File: src/rtl/adcfmt_pkg.sv
package adcfmt_pkg;
  localparam int NUM_CH = 2;

  // Settings that take effect when a word is loaded
  typedef struct packed {
    logic [NUM_CH-1:0] pd;
    logic              singleLane;
    logic              useTest;
    logic              useCustom;
  } fmtCfg_t;

  // How the low lane is driven during the current word
  typedef enum logic [1:0] {
    LO_OFF     = 2'd0,
    LO_DIRECT  = 2'd1,
    LO_DELAYED = 2'd2
  } loMode_e;

  // Strobes from control to datapath
  typedef struct packed {
    logic              loadWord;
    fmtCfg_t           nextCfg;
    logic [NUM_CH-1:0] curPd;
    loMode_e           curLo;
  } fmtStrobe_t;
endpackage

File: src/rtl/fmt_control.sv
module fmt_control
  import adcfmt_pkg::*;
#(
  parameter int WORD_W = 12
) (
  input  logic              clk,
  input  logic              rstN,
  input  logic              serCtlEn,
  input  logic [NUM_CH-1:0] pinPd,
  input  logic              pinSingleLane,
  input  logic              pinAlign,
  input  logic              pinTest,
  input  logic [NUM_CH-1:0] regPd,
  input  logic              regSingleLane,
  input  logic              regAlign,
  input  logic              regTestEn,
  input  logic              regCustomSel,
  output fmtStrobe_t        ctlStrobe,
  output logic              bitClk,
  output logic              frameHigh
);
  localparam int LANE_W = WORD_W / 2;
  localparam int CNT_W  = $clog2(WORD_W);
  localparam logic [CNT_W-1:0] LAST_SINGLE = CNT_W'(WORD_W - 1);
  localparam logic [CNT_W-1:0] LAST_DUAL   = CNT_W'(LANE_W - 1);
  localparam logic [CNT_W-1:0] HALF_SINGLE = CNT_W'(WORD_W / 2);
  localparam logic [CNT_W-1:0] HALF_DUAL   = CNT_W'(LANE_W / 2);

  logic [CNT_W-1:0]  bitCnt;
  logic [CNT_W-1:0]  lastIdx;
  logic              wordEnd;
  logic              curSingle;
  logic              curStagger;
  logic [NUM_CH-1:0] curPd;
  logic              clkQ;

  logic [NUM_CH-1:0] selPd;
  logic              selSingle;
  logic              selAlign;
  logic              selTest;
  logic              selCustom;
  logic              selStagger;

  // Source select: register fields override the direct pins
  always_comb begin
    if (serCtlEn) begin
      selPd     = regPd;
      selSingle = regSingleLane;
      selAlign  = regAlign;
      selTest   = regTestEn;
      selCustom = regCustomSel;
    end else begin
      selPd     = pinPd;
      selSingle = pinSingleLane;
      selAlign  = pinAlign;
      selTest   = pinTest;
      selCustom = 1'b0;
    end
    // alignment only matters with two lanes
    selStagger = !selSingle && !selAlign;
  end

  assign lastIdx = curSingle ? LAST_SINGLE : LAST_DUAL;
  assign wordEnd = (bitCnt == lastIdx);

  always_ff @(posedge clk or negedge rstN) begin
    if (!rstN) begin
      bitCnt     <= LAST_SINGLE;
      curSingle  <= 1'b1;
      curStagger <= 1'b0;
      curPd      <= '0;
      clkQ       <= 1'b0;
    end else begin
      clkQ <= ~clkQ;
      if (wordEnd) begin
        bitCnt     <= '0;
        curSingle  <= selSingle;
        curStagger <= selStagger;
        curPd      <= selPd;
      end else begin
        bitCnt <= bitCnt + 1'b1;
      end
    end
  end

  assign frameHigh = (bitCnt < (curSingle ? HALF_SINGLE : HALF_DUAL));
  assign bitClk    = clkQ;

  always_comb begin
    ctlStrobe.loadWord             = wordEnd;
    ctlStrobe.nextCfg.pd           = selPd;
    ctlStrobe.nextCfg.singleLane   = selSingle;
    ctlStrobe.nextCfg.useTest      = selTest;
    ctlStrobe.nextCfg.useCustom    = selCustom;
    ctlStrobe.curPd                = curPd;
    if (curSingle)       ctlStrobe.curLo = LO_OFF;
    else if (curStagger) ctlStrobe.curLo = LO_DELAYED;
    else                 ctlStrobe.curLo = LO_DIRECT;
  end
endmodule

File: src/rtl/fmt_datapath.sv
module fmt_datapath
  import adcfmt_pkg::*;
#(
  parameter int                WORD_W    = 12,
  parameter logic [WORD_W-1:0] FIXED_PAT = 12'hA63
) (
  input  logic                           clk,
  input  logic                           rstN,
  input  fmtStrobe_t                     ctlStrobe,
  input  logic [NUM_CH-1:0][WORD_W-1:0]  sampleIn,
  input  logic [NUM_CH-1:0]              rangeIn,
  input  logic [WORD_W-1:0]              customPat,
  output logic [NUM_CH-1:0]              laneHi,
  output logic [NUM_CH-1:0]              laneLo,
  output logic [NUM_CH-1:0]              rangeOut
);
  localparam int LANE_W = WORD_W / 2;
  localparam int STAG   = LANE_W / 2;
  localparam logic [WORD_W-1:0] LSB_CLR = ~WORD_W'(1);

  for (genvar ch = 0; ch < NUM_CH; ch++) begin : g_ch
    logic [WORD_W-1:0] wordSel;
    logic [LANE_W-1:0] hiLoad;
    logic [LANE_W-1:0] loLoad;
    logic [WORD_W-1:0] hiSh;
    logic [LANE_W-1:0] loSh;
    logic [STAG-1:0]   dly;
    logic              rangeQ;
    logic              loBit;

    // Word source: test word or sample with D0 cleared
    always_comb begin
      if (ctlStrobe.nextCfg.useTest)
        wordSel = ctlStrobe.nextCfg.useCustom ? customPat : FIXED_PAT;
      else
        wordSel = sampleIn[ch] & LSB_CLR;
    end

    // Split into high-lane (D11,D9..) and low-lane (D10,D8..) halves
    always_comb begin
      for (int i = 0; i < LANE_W; i++) begin
        hiLoad[LANE_W-1-i] = wordSel[WORD_W-1-2*i];
        loLoad[LANE_W-1-i] = wordSel[WORD_W-2-2*i];
      end
    end

    always_ff @(posedge clk or negedge rstN) begin
      if (!rstN) begin
        hiSh   <= '0;
        loSh   <= '0;
        dly    <= '0;
        rangeQ <= 1'b0;
      end else begin
        dly <= {dly[STAG-2:0], loSh[LANE_W-1]};
        if (ctlStrobe.loadWord) begin
          if (ctlStrobe.nextCfg.pd[ch]) begin
            hiSh   <= '0;
            loSh   <= '0;
            rangeQ <= 1'b0;
          end else begin
            rangeQ <= rangeIn[ch];
            if (ctlStrobe.nextCfg.singleLane) begin
              hiSh <= wordSel;
              loSh <= '0;
            end else begin
              hiSh <= {hiLoad, {(WORD_W-LANE_W){1'b0}}};
              loSh <= loLoad;
            end
          end
        end else begin
          hiSh <= {hiSh[WORD_W-2:0], 1'b0};
          loSh <= {loSh[LANE_W-2:0], 1'b0};
        end
      end
    end

    always_comb begin
      unique case (ctlStrobe.curLo)
        LO_DIRECT:  loBit = loSh[LANE_W-1];
        LO_DELAYED: loBit = dly[STAG-1];
        default:    loBit = 1'b0;
      endcase
    end

    assign laneHi[ch]   = hiSh[WORD_W-1];
    assign laneLo[ch]   = loBit && !ctlStrobe.curPd[ch];
    assign rangeOut[ch] = rangeQ;
  end
endmodule

File: src/rtl/adc_serial_formatter.sv
module adc_serial_formatter
  import adcfmt_pkg::*;
#(
  parameter int                WORD_W    = 12,
  parameter logic [WORD_W-1:0] FIXED_PAT = 12'hA63
) (
  input  logic              clk,
  input  logic              rstN,
  input  logic [WORD_W-1:0] sampleA,
  input  logic              rangeErrA,
  input  logic [WORD_W-1:0] sampleB,
  input  logic              rangeErrB,
  input  logic              serCtlEn,
  input  logic              pinPdA,
  input  logic              pinPdB,
  input  logic              pinSingleLane,
  input  logic              pinAlign,
  input  logic              pinTest,
  input  logic              regPdA,
  input  logic              regPdB,
  input  logic              regSingleLane,
  input  logic              regAlign,
  input  logic              regTestEn,
  input  logic              regCustomSel,
  input  logic [WORD_W-1:0] regCustomPat,
  output logic              laneHiA,
  output logic              laneLoA,
  output logic              laneHiB,
  output logic              laneLoB,
  output logic              bitClkOut,
  output logic              frameOut,
  output logic              rangeOutA,
  output logic              rangeOutB
);
  fmtStrobe_t                    ctlStrobe;
  logic [NUM_CH-1:0]             laneHi;
  logic [NUM_CH-1:0]             laneLo;
  logic [NUM_CH-1:0]             rangeOut;
  logic [NUM_CH-1:0][WORD_W-1:0] sampleVec;

  assign sampleVec = {sampleB, sampleA};

  fmt_control #(.WORD_W(WORD_W)) i_control (
    .clk          (clk),
    .rstN         (rstN),
    .serCtlEn     (serCtlEn),
    .pinPd        ({pinPdB, pinPdA}),
    .pinSingleLane(pinSingleLane),
    .pinAlign     (pinAlign),
    .pinTest      (pinTest),
    .regPd        ({regPdB, regPdA}),
    .regSingleLane(regSingleLane),
    .regAlign     (regAlign),
    .regTestEn    (regTestEn),
    .regCustomSel (regCustomSel),
    .ctlStrobe    (ctlStrobe),
    .bitClk       (bitClkOut),
    .frameHigh    (frameOut)
  );

  fmt_datapath #(.WORD_W(WORD_W), .FIXED_PAT(FIXED_PAT)) i_datapath (
    .clk      (clk),
    .rstN     (rstN),
    .ctlStrobe(ctlStrobe),
    .sampleIn (sampleVec),
    .rangeIn  ({rangeErrB, rangeErrA}),
    .customPat(regCustomPat),
    .laneHi   (laneHi),
    .laneLo   (laneLo),
    .rangeOut (rangeOut)
  );

  assign laneHiA   = laneHi[0];
  assign laneHiB   = laneHi[1];
  assign laneLoA   = laneLo[0];
  assign laneLoB   = laneLo[1];
  assign rangeOutA = rangeOut[0];
  assign rangeOutB = rangeOut[1];
endmodule

File: config.mk
export PLATFORM = sky130hd
export DESIGN_NAME = adc_serial_formatter
export DESIGN_NICKNAME = d
export VERILOG_FILES = /design/src/rtl/adcfmt_pkg.sv /design/src/rtl/fmt_control.sv /design/src/rtl/fmt_datapath.sv /design/src/rtl/adc_serial_formatter.sv
export SDC_FILE = /design/constraint.sdc
export NUM_CORES = 1
export LEC_CHECK = 0
export ABC_AREA = 1
export BUFFER_PORTS_ARGS = -buffer_cell sky130_fd_sc_hd__buf_2
export CAP_MARGIN = 15
export CELL_PAD_IN_SITES_DETAIL_PLACEMENT = 0
export CELL_PAD_IN_SITES_GLOBAL_PLACEMENT = 1
export CORE_UTILIZATION = 39
export CTS_CLUSTER_DIAMETER = 60
export DETAILED_ROUTE_END_ITERATION = 10
export GPL_ROUTABILITY_DRIVEN = 0
export GPL_TIMING_DRIVEN = 0
export PLACE_DENSITY = 0.86
export SLEW_MARGIN = 20
export SYNTH_ARGS = -nofsm -noshare
export SYNTH_HDL_FRONTEND = slang
export SYNTH_SLANG_ARGS = --single-unit
File: constraint.sdc
create_clock -name clk -period 2.1 [get_ports clk]
set_clock_uncertainty 0.1 [all_clocks]
set_input_delay 0.105 -clock clk [delete_from_list [all_inputs] [get_ports clk]]
set_output_delay 0.105 -clock clk [all_outputs]
set_load 0.1 [all_outputs]
==> results.py, run 1 <==
metrics = {
    "outcome": {
        "status": "finished, final reports clean",
    },
    "sta": {
        "rsz0062_at_grt": "no",
        "hold_violations": 0,
        "fin_hold_ws_ns": 0.00979,
        "setup_viol": 0,
        "slew_headroom_pct": 56.0,
        "drv_slew": 0,
        "max_freq_ghz": 0.499,
        "period_needed_ns": 2.00,
        "setup_ws_ns": 0.0958,
        "tightest_slew_ns": 0.660,
        "period_share_pct": 95.4,
    },
    "layout": {
        "antenna_cells": 0,
        "drive_above_1_share_pct": 26.2,
        "nFillCells": 626,
        "fin_util_pct": 49.4,
        "nNetsFinal": 435,
        "layout_commonest_cell": "nand2_1",
        "layout_common_cells": "nand2_1 (108), buf_2 (56), dfrtp_1 (49), nand3_1 (37), o21ai_1 (27)",
        "area_growth_pct": 22.7,
    },
    "critical_path": {
        "reg2reg_slack_ns": 0.15,
        "worstPathCellList": "inv_1 > ha_4 > a311oi_4 > buf_12",
        "crit_path_top_delay_cell": "dfstp_2",
        "r2r_end": "i_datapath.g_ch[0].hiSh[8]",
        "crit_path_start_kind": "flop",
        "cp_num_buf_inv": 2,
        "cp.required_ns": 1.89,
        "timing.rr.start": "i_control.curSingle",
        "critPathMaxFanout": 6,
        "critPathKind": "reg2out",
        "cp-end-kind": "output port",
        "crit_path_max_incr_delay_ns": 0.56,
        "arrival_ns": 1.80,
        "path_delay_family": "flip-flops",
        "r2r_cells": 8,
    },
    "clock_network": {
        "clockBufferDepth": 2,
        "htreeDepth": 2,
        "clk_pin_slew_ns": 0.09,
        "cts_made_buffers": 5,
        "cts_tree": "yes",
        "insertion_delay_ns": 0.31,
        "root_buffer": "clkbuf_8",
        "clock_sinks": 53,
    },
    "power_and_ir_drop": {
        "peakVddDrop_uv": 1180,
        "total_power_mw": 3.55,
        "p_leak_nw": 1.70,
        "power_density_nw_per_um2": 1130,
    },
    "floorplanning": {
        "io_pins": 60,
        "die_h_um": 82.9,
        "die_area_sq_um": 6880,
        "die_w_um": 82.9,
        "coreArea_sq_um": 6350,
        "initial_core_util_pct": 40.2,
        "num_rows": 29,
    },
    "global_route": {
        "grt_pass1_wl_um": 10300,
        "antenna_found_initial": 0,
        "grtUsageTotal_pct": 19.1,
        "grt_pass1_vias": 2165,
        "grt_max_degree": 54,
        "overflow": 0,
    },
    "synthesis": {
        "syn_inst": 311,
        "syn_area_per_cell_sq_um": 8.21,
        "yosys_warnings": 0,
        "seq_area_frac_synth_pct": 52.1,
        "ys_seq_elements": 53,
        "ys_types": 27,
        "syn_area_sq_um": 2550,
        "synth_nets": 365,
    },
    "route": {
        "vias": 2187,
        "routed_via_density": 4.76,
        "drc_errors": 0,
        "initialDrtViolationCount": 85,
        "totalWireLength_um": 6210,
        "drtPass1Iterations": 4,
        "wl_per_cell_um": 13.5,
        "antenna_left": 0,
    },
    "run": {
        "cap_violations": 0,
    },
    "hold_path": {
        "hold_path_class": "in2reg",
        "hp-start": "sampleA[2]",
        "min_to": "i_datapath.g_ch[0].loSh[1]",
        "holdPathStages": 3,
    },
    "place": {
        "preCtsSetupSlack_ns": 0.0224,
        "hpwl_um": 4700,
        "portBuffers": 56,
    },
}
[metrics by stage]
| stage | instance area [sq um] | setup TNS, ns | cells |
|---|---|---|---|
| finish | 3130 | 0 | 459 |
| global route | 3130 | 0 | 459 |
| CTS | 3110 | 0 | 456 |
| detailed placement | 2960 | 0 | 444 |
| global placement | 2960 | 0 | 444 |
| floorplan | 2580 | -0.0526 | 311 |
[what timing repair did]
action,in CTS,in global routing
hold buffers,4,0
setup buffers,0,3
pin swaps,0,2
resized for setup,5,0
hold endpoints to repair,52,0
endpoints found under the setup margin,2,7
[state kept, by name, indices dropped and copies added (netlist names)]
register                cells
i_datapath.g_ch.loSh       12
i_control.bitClk            1
i_datapath.g_ch.rangeQ      2
i_control.curStagger        1
i_control.curPd             2
i_control.curSingle         1
i_datapath.g_ch.hiSh       24
i_control.bitCnt            4
i_datapath.g_ch.dly         6
[power by group]
| part | internal [mW] | switching, mW |
|---|---|---|
| logic | 0.569 | 1.01 |
| clock network | 0.238 | 0.334 |
| registers | 1.28 | 0.124 |
| total | 2.08 | 1.47 |
[metal layers]
layer | track usage [%] | part of all wire (%)
met1 | 27.0 | 50
met2 | 30.5 | 45
met4 | 5.02 | 0.92
met3 | 3.28 | 4.7
met5 | 0 | 0
[how the worst max path moves through the flow]
stage | from | endpoint | slack [ns] | depth (start not counted)
floorplan | i_control.curSingle | frameOut | -0.05 | 3
global placement | i_control.curSingle | i_datapath.g_ch[0].hiSh[10] | 0.05 | 8
detailed placement | i_control.curSingle | i_datapath.g_ch[0].hiSh[8] | 0.02 | 8
CTS | i_control.curSingle | frameOut | 0.09 | 4
global route | i_control.curSingle | frameOut | 0.03 | 4
finish | i_control.curSingle | frameOut | 0.1 | 4
[Yosys cell counts (all sizes together)]
cell type    n  area, sq um
o21ai       31          155
buf         10         77.6
clkinv       1         3.75
xor2         1         8.76
ha           2         25.0
dfstp        4          105
a21oi        3         15.0
nand3       37          185
nor2        19         88.8
dfrtp       49         1230
a311oi       1         8.76
nand3b       2         15.0
inv         29          109
nand2      115          459
clkbuf       1         3.75
xnor2        1         8.76
nand4        5         58.8
[tightest hold or removal path, cell delays in order]
cell and delay, ns:
buf_2 0.07, o21ai_1 0.08, o21ai_1 0.12
[cells by family (layout without fill, tap and decap cells)]
group,count (synthesis),count (layout),share of synthesized area (%)
AOI/OAI and AO/OA,35,35,7.01
and+or+nand+nor,178,178,31.6
buffers and inverters,41,112,7.59
DFF,53,53,52.1
xor gates and xnor gates,2,2,0.686
adders and majority gates,2,2,0.980
[area by class of cell]
cell class | count | area [sq um] | share of cell area, %
Tap cell | 77 | 96.3 | 3.07
Clock buffer | 6 | 72.6 | 2.32
Buffer | 11 | 81.3 | 2.59
Inverter | 30 | 113 | 3.59
Clock inverter | 2 | 13.8 | 0.439
Timing Repair Buffer | 63 | 360 | 11.5
Sequential cell | 53 | 1330 | 42.5
Multi-Input combinational cell | 217 | 1070 | 34.0
(Power assumes the default switching activity.)
==> run 2: changes to the inputs <==
--- a/config.mk
+++ b/config.mk
@@ -18,2 +18,3 @@
 export PLACE_DENSITY = 0.86
+export REMOVE_ABC_BUFFERS = 1
 export SLEW_MARGIN = 20
==> constraint.sdc (replaced) <==
create_clock -name clk -period 2.1 [get_ports clk]
set_clock_uncertainty 0.1 [all_clocks]
set_input_delay 0.21 -clock clk [delete_from_list [all_inputs] [get_ports clk]]
set_output_delay 0.21 -clock clk [all_outputs]
set_load 0.1 [all_outputs]
==> results.py, run 2 (synthesis gave the netlist of run 1 again) <==
metrics = {
    "route": {
        "dr.max_layer_used": "met4",
        "initialDrtViolationCount": 111,
        "wl_met1_um": 2560,
        "routed_via_density": 4.77,
        "wl_met3_um": 466,
        "drtPass1Iterations": 4,
        "met2_length_um": 2670,
        "wl_per_cell_um": 12.9,
        "vias": 2123,
        "totalWireLength_um": 5730,
        "antenna_left": 0,
        "drc_errors": 0,
    },
    "power_and_ir_drop": {
        "swShare_pct": 41.9,
        "pwr-share-clk_pct": 16.1,
        "internal_power_mw": 1.94,
        "seq_power_share_pct": 41.5,
        "power_density_nw_per_um2": 1110,
        "p_switching_mw": 1.40,
        "peakVddDrop_uv": 1350,
        "p_leak_nw": 1.63,
        "p_comb_share_pct": 42.3,
    },
    "global_route": {
        "grtUsageTotal_pct": 17.8,
        "grt_max_degree": 54,
        "grt_pass1_wl_um": 9800,
        "grt_pass1_vias": 2006,
        "antenna_found_initial": 0,
        "overflow": 0,
    },
    "floorplanning": {
        "io_pins": 60,
        "die_h_um": 82.9,
        "initial_core_util_pct": 40.2,
        "num_rows": 29,
        "coreArea_sq_um": 6350,
        "die_w_um": 82.9,
        "die_area_sq_um": 6880,
    },
    "layout": {
        "design_area_sq_um": 3010,
        "nNetsFinal": 421,
        "nFillCells": 637,
        "reg.largest.list": "i_datapath.g_ch.hiSh x24, i_datapath.g_ch.loSh x12, i_datapath.g_ch.dly x6",
        "multi_input_area_sq_um": 1070,
        "regMostFlops": "i_datapath.g_ch.hiSh",
        "layout_common_cells": "nand2_1 (108), buf_2 (55), dfrtp_1 (49), nand3_1 (37), o21ai_1 (27)",
        "drive_above_1_share_pct": 23.9,
        "area_growth_pct": 17.7,
        "register_area_sq_um": 1330,
        "largest_reg_flops": 24,
        "layout_commonest_cell": "nand2_1",
        "antenna_cells": 0,
    },
    "outcome": {
        "status": "finished, final reports clean",
    },
    "critical_path": {
        "reg2reg_slack_ns": 0.17,
        "cp.required_ns": 1.79,
        "critPathKind": "reg2out",
        "critPathMaxFanout": 6,
        "r2r_cells": 7,
        "arrival_ns": 1.68,
        "cp-end-kind": "output port",
        "timing.rr.start": "i_control.curSingle",
        "crit_path_start_kind": "flop",
        "r2r_end": "i_datapath.g_ch[1].hiSh[10]",
    },
    "clock_network": {
        "cts_made_buffers": 5,
        "clock_sinks": 53,
        "cts_tree": "yes",
        "insertion_delay_ns": 0.30,
        "clk_pin_slew_ns": 0.08,
        "htreeDepth": 2,
        "root_buffer": "clkbuf_8",
        "clockBufferDepth": 2,
    },
    "sta": {
        "setup_tns_ns": 0,
        "rsz0062_at_grt": "no",
        "setup_viol": 0,
        "period_share_pct": 94.7,
        "period_needed_ns": 1.99,
        "tightest_slew_ns": 0.655,
        "drv_slew": 0,
        "max_freq_ghz": 0.503,
        "hold_violations": 0,
        "slew_headroom_pct": 56.3,
    },
    "hold_path": {
        "hold_path_class": "in2reg",
        "holdPathStages": 3,
        "min_to": "i_datapath.g_ch[1].rangeQ",
        "hp-start": "rangeErrB",
    },
    "place": {
        "hpwl_um": 4210,
        "dpl_cell_area_sq_um": 2860,
        "portBuffers": 57,
    },
    "run": {
        "cap_violations": 0,
    },
}
-- run 2: cell count changes in the layout (fill, tap and decap cells not counted), moves of 2 or more --
cell,previous run,this run
a21oi_2,2,0
dlygate4sd3_1,4,1
a21oi_1,1,3
buf_4,10,3
-- run 2: worst max path at each step --
stage	startpoint	end	cells after the start
floorplan	i_control.curSingle	frameOut	3
global placement	i_control.curSingle	i_datapath.g_ch[1].hiSh[8]	7
detailed placement	i_control.curSingle	i_control.curStagger	7
CTS	i_control.curSingle	frameOut	4
global route	i_control.curSingle	frameOut	4
finish	i_control.curSingle	frameOut	4
-- run 2: cell type report --
| type | instances | area share [%] |
|---|---|---|
| inverter | 30 | 3.79 |
| timing repair buffer | 60 | 10.6 |
| sequential | 53 | 44.3 |
| multi-input combinational | 217 | 35.5 |
| clock buffer | 8 | 2.66 |
| tap | 77 | 3.20 |
-- run 2: per-layer routing --
metal  vias to the layer above  track usage (%)
met5                         -                0
met1                       946             25.3
li1                       1101                -
met4                         0             2.82
met2                        70             28.2
met3                         6             4.37
-- run 2: what timing repair did --
action                                  CTS  global route
hold endpoints to repair                 49             0
buffers inserted                          0             2
hold buffers                              1             0
gates cloned                              0             0
endpoints found under the setup margin   42            18
pin swaps                                 0             3
gates resized for setup                   6             3
-- run 2: power groups by stage --
stage	logic, mW	registers [mW]	clock network [mW]
global placement	1.23	1.39	0
detailed placement	1.24	1.40	0
floorplan	0.784	1.52	0
global route	1.56	1.41	0.613
CTS	1.31	1.39	0.556
finish	1.41	1.39	0.539
-- run 2: critical path, cell delays in order, from the launching register on --
cell and delay [ns]:
dfstp_2 0.56, inv_2 0.08, ha_4 0.26, a311oi_2 0.22, buf_6 0.26
-- run 2: per-stage QoR --
stage | instances | utilization, % | setup slack, ns | hold slack (ns) | power, mW
floorplan | 300 | - | -1.66 | -0.186 | 2.30
global placement | 434 | 44.9 | -0.483 | 0.233 | 2.62
detailed placement | 434 | 45.0 | -0.478 | 0.191 | 2.65
CTS | 443 | 46.8 | 0.00707 | 0.00622 | 3.25
global route | 445 | 47.3 | 0.0362 | 0.0174 | 3.59
finish | 445 | 47.3 | 0.112 | 0.00241 | 3.34
==> run 3: changes to the inputs <==
==> constraint.sdc (replaced) <==
create_clock -name clk -period 2.1 [get_ports clk]
set_clock_uncertainty 0.1 [all_clocks]
set_input_delay 0.105 -clock clk [delete_from_list [all_inputs] [get_ports clk]]
set_output_delay 0.105 -clock clk [all_outputs]
set_load 0.1 [all_outputs]
==> results.py, run 3 (synthesis gave the netlist of run 1 again) <==
metrics = {
    "power_and_ir_drop": {
        "pwr-share-clk_pct": 15.8,
        "power_density_nw_per_um2": 1130,
        "swShare_pct": 42.2,
        "seq_power_share_pct": 40.3,
        "internal_power_mw": 2.00,
        "peakVddDrop_uv": 1390,
        "p_comb_share_pct": 43.9,
        "p_switching_mw": 1.46,
        "p_leak_nw": 1.65,
        "total_power_mw": 3.45,
    },
    "clock_network": {
        "insertion_delay_ns": 0.31,
        "cts_made_buffers": 5,
        "clk_pin_slew_ns": 0.08,
        "root_buffer": "clkbuf_8",
        "clockBufferDepth": 2,
        "clock_sinks": 53,
        "htreeDepth": 2,
        "cts_tree": "yes",
    },
    "sta": {
        "hold_violations": 0,
        "setup_tns_ns": 0,
        "period_share_pct": 95.9,
        "max_freq_ghz": 0.497,
        "drv_slew": 0,
        "setup_viol": 0,
        "period_needed_ns": 2.01,
        "slew_headroom_pct": 56.7,
        "tightest_slew_ns": 0.649,
    },
    "place": {
        "portBuffers": 57,
        "dp_cells": 434,
        "hpwl_um": 4210,
    },
    "layout": {
        "area_growth_pct": 19.7,
        "fin_util_pct": 48.1,
        "largest_reg_flops": 24,
        "antenna_cells": 0,
        "regMostFlops": "i_datapath.g_ch.hiSh",
        "layout_common_cells": "nand2_1 (108), buf_2 (55), dfrtp_1 (49), nand3_1 (37), o21ai_1 (27)",
        "nNetsFinal": 426,
        "nFillCells": 635,
        "drive_above_1_share_pct": 24.4,
        "layout_commonest_cell": "nand2_1",
        "reg.largest.list": "i_datapath.g_ch.hiSh x24, i_datapath.g_ch.loSh x12, i_datapath.g_ch.dly x6",
        "final_cells": 450,
    },
    "critical_path": {
        "crit_path_max_incr_delay_ns": 0.58,
        "cp.required_ns": 1.89,
        "cp-end-kind": "output port",
        "critPathKind": "reg2out",
        "critPathMaxFanout": 4,
        "arrival_ns": 1.81,
        "crit_path_top_delay_cell": "dfstp_2",
        "crit_path_start_kind": "flop",
        "worstPathCellList": "clkinvlp_4 > ha_4 > a311oi_2 > buf_6",
    },
    "floorplanning": {
        "initial_core_util_pct": 40.2,
        "die_area_sq_um": 6880,
        "num_rows": 29,
        "coreArea_sq_um": 6350,
        "die_h_um": 82.9,
        "die_w_um": 82.9,
        "io_pins": 60,
    },
    "global_route": {
        "grtUsageTotal_pct": 17.9,
        "antenna_found_initial": 0,
        "grt_pass1_wl_um": 9830,
        "grt_pass1_vias": 2002,
        "overflow": 0,
        "grt_max_degree": 54,
    },
    "route": {
        "vias": 2153,
        "initialDrtViolationCount": 104,
        "drtPass1Iterations": 4,
        "totalWireLength_um": 5910,
        "antenna_left": 0,
        "routed_via_density": 4.78,
        "wl_per_cell_um": 13.1,
        "drc_errors": 0,
    },
    "outcome": {
        "status": "finished, final reports clean",
    },
    "run": {
        "cap_violations": 0,
    },
    "hold_path": {
        "hold_path_class": "in2reg",
    },
}
[run 3: routing by layer]
layer / part of all wire [%] / up-vias / GRT usage, %
met5: 0 / - / 0
met4: 0.46 / 0 / 2.82
met3: 7.0 / 3 / 4.37
met1: 47 / 974 / 25.4
li1: - / 1111 / -
met2: 46 / 65 / 28.3
[run 3: area by class of cell]
| class | count | area (sq um) | area share (%) |
|---|---|---|---|
| clock buffer | 8 | 80.1 | 2.62 |
| inverter | 30 | 118 | 3.85 |
| multi-input combinational | 218 | 1080 | 35.2 |
| sequential | 53 | 1330 | 43.6 |
| tap | 77 | 96.3 | 3.15 |
| timing repair buffer | 64 | 354 | 11.6 |
[run 3: critical path, delay by kind of cell, from the launching register on]
family,cells,cell delay (ns)
fa+ha+maj,1,0.27
buf+inv,2,0.40
compound gates,1,0.25
flops,1,0.58
[run 3: final timing paths]
path,slack [ns],cells after the start,end,from
min in group asynchronous,0.27,2,i_datapath.g_ch[1].loSh[4],rstN
setup reg to reg,0.11,7,i_datapath.g_ch[1].hiSh[10],i_control.curSingle
setup / recovery,0.09,4,frameOut,i_control.curSingle
hold reg to reg,0.26,0,i_datapath.g_ch[1].dly[2],i_datapath.g_ch[1].dly[1]
max in group asynchronous,1.20,2,i_datapath.g_ch[0].loSh[3],rstN
hold / removal,0.02,3,i_datapath.g_ch[1].hiSh[11],sampleB[11]
[run 3: per-stage QoR]
stage | setup slack (ns) | hold WS (ns) | cell area, sq um
2_1_floorplan | -1.56 | -0.291 | 2470
3_3_place_gp | -0.483 | 0.205 | 2850
3_5_place_dp | -0.478 | 0.0865 | 2860
4_1_cts | 0.0491 | 0.0244 | 3000
5_1_grt | -0.00534 | 0.0202 | 3060
6_report | 0.0868 | 0.0160 | 3060
[run 3: timing repair]
action,4_1_cts,5_1_grt
buffers inserted,0,4
hold buffers,3,0
endpoints found under the hold margin,51,0
pin swaps,1,3
cloned,0,1
gates resized for setup,6,3
endpoints found under the setup margin,42,16
[run 3: power by group through the flow]
stage,combinational (mW),clock (mW),sequential (mW)
floorplan,0.784,0,1.52
global placement,1.23,0,1.39
detailed placement,1.24,0,1.40
CTS,1.34,0.556,1.39
global route,1.67,0.613,1.42
finish,1.52,0.546,1.39
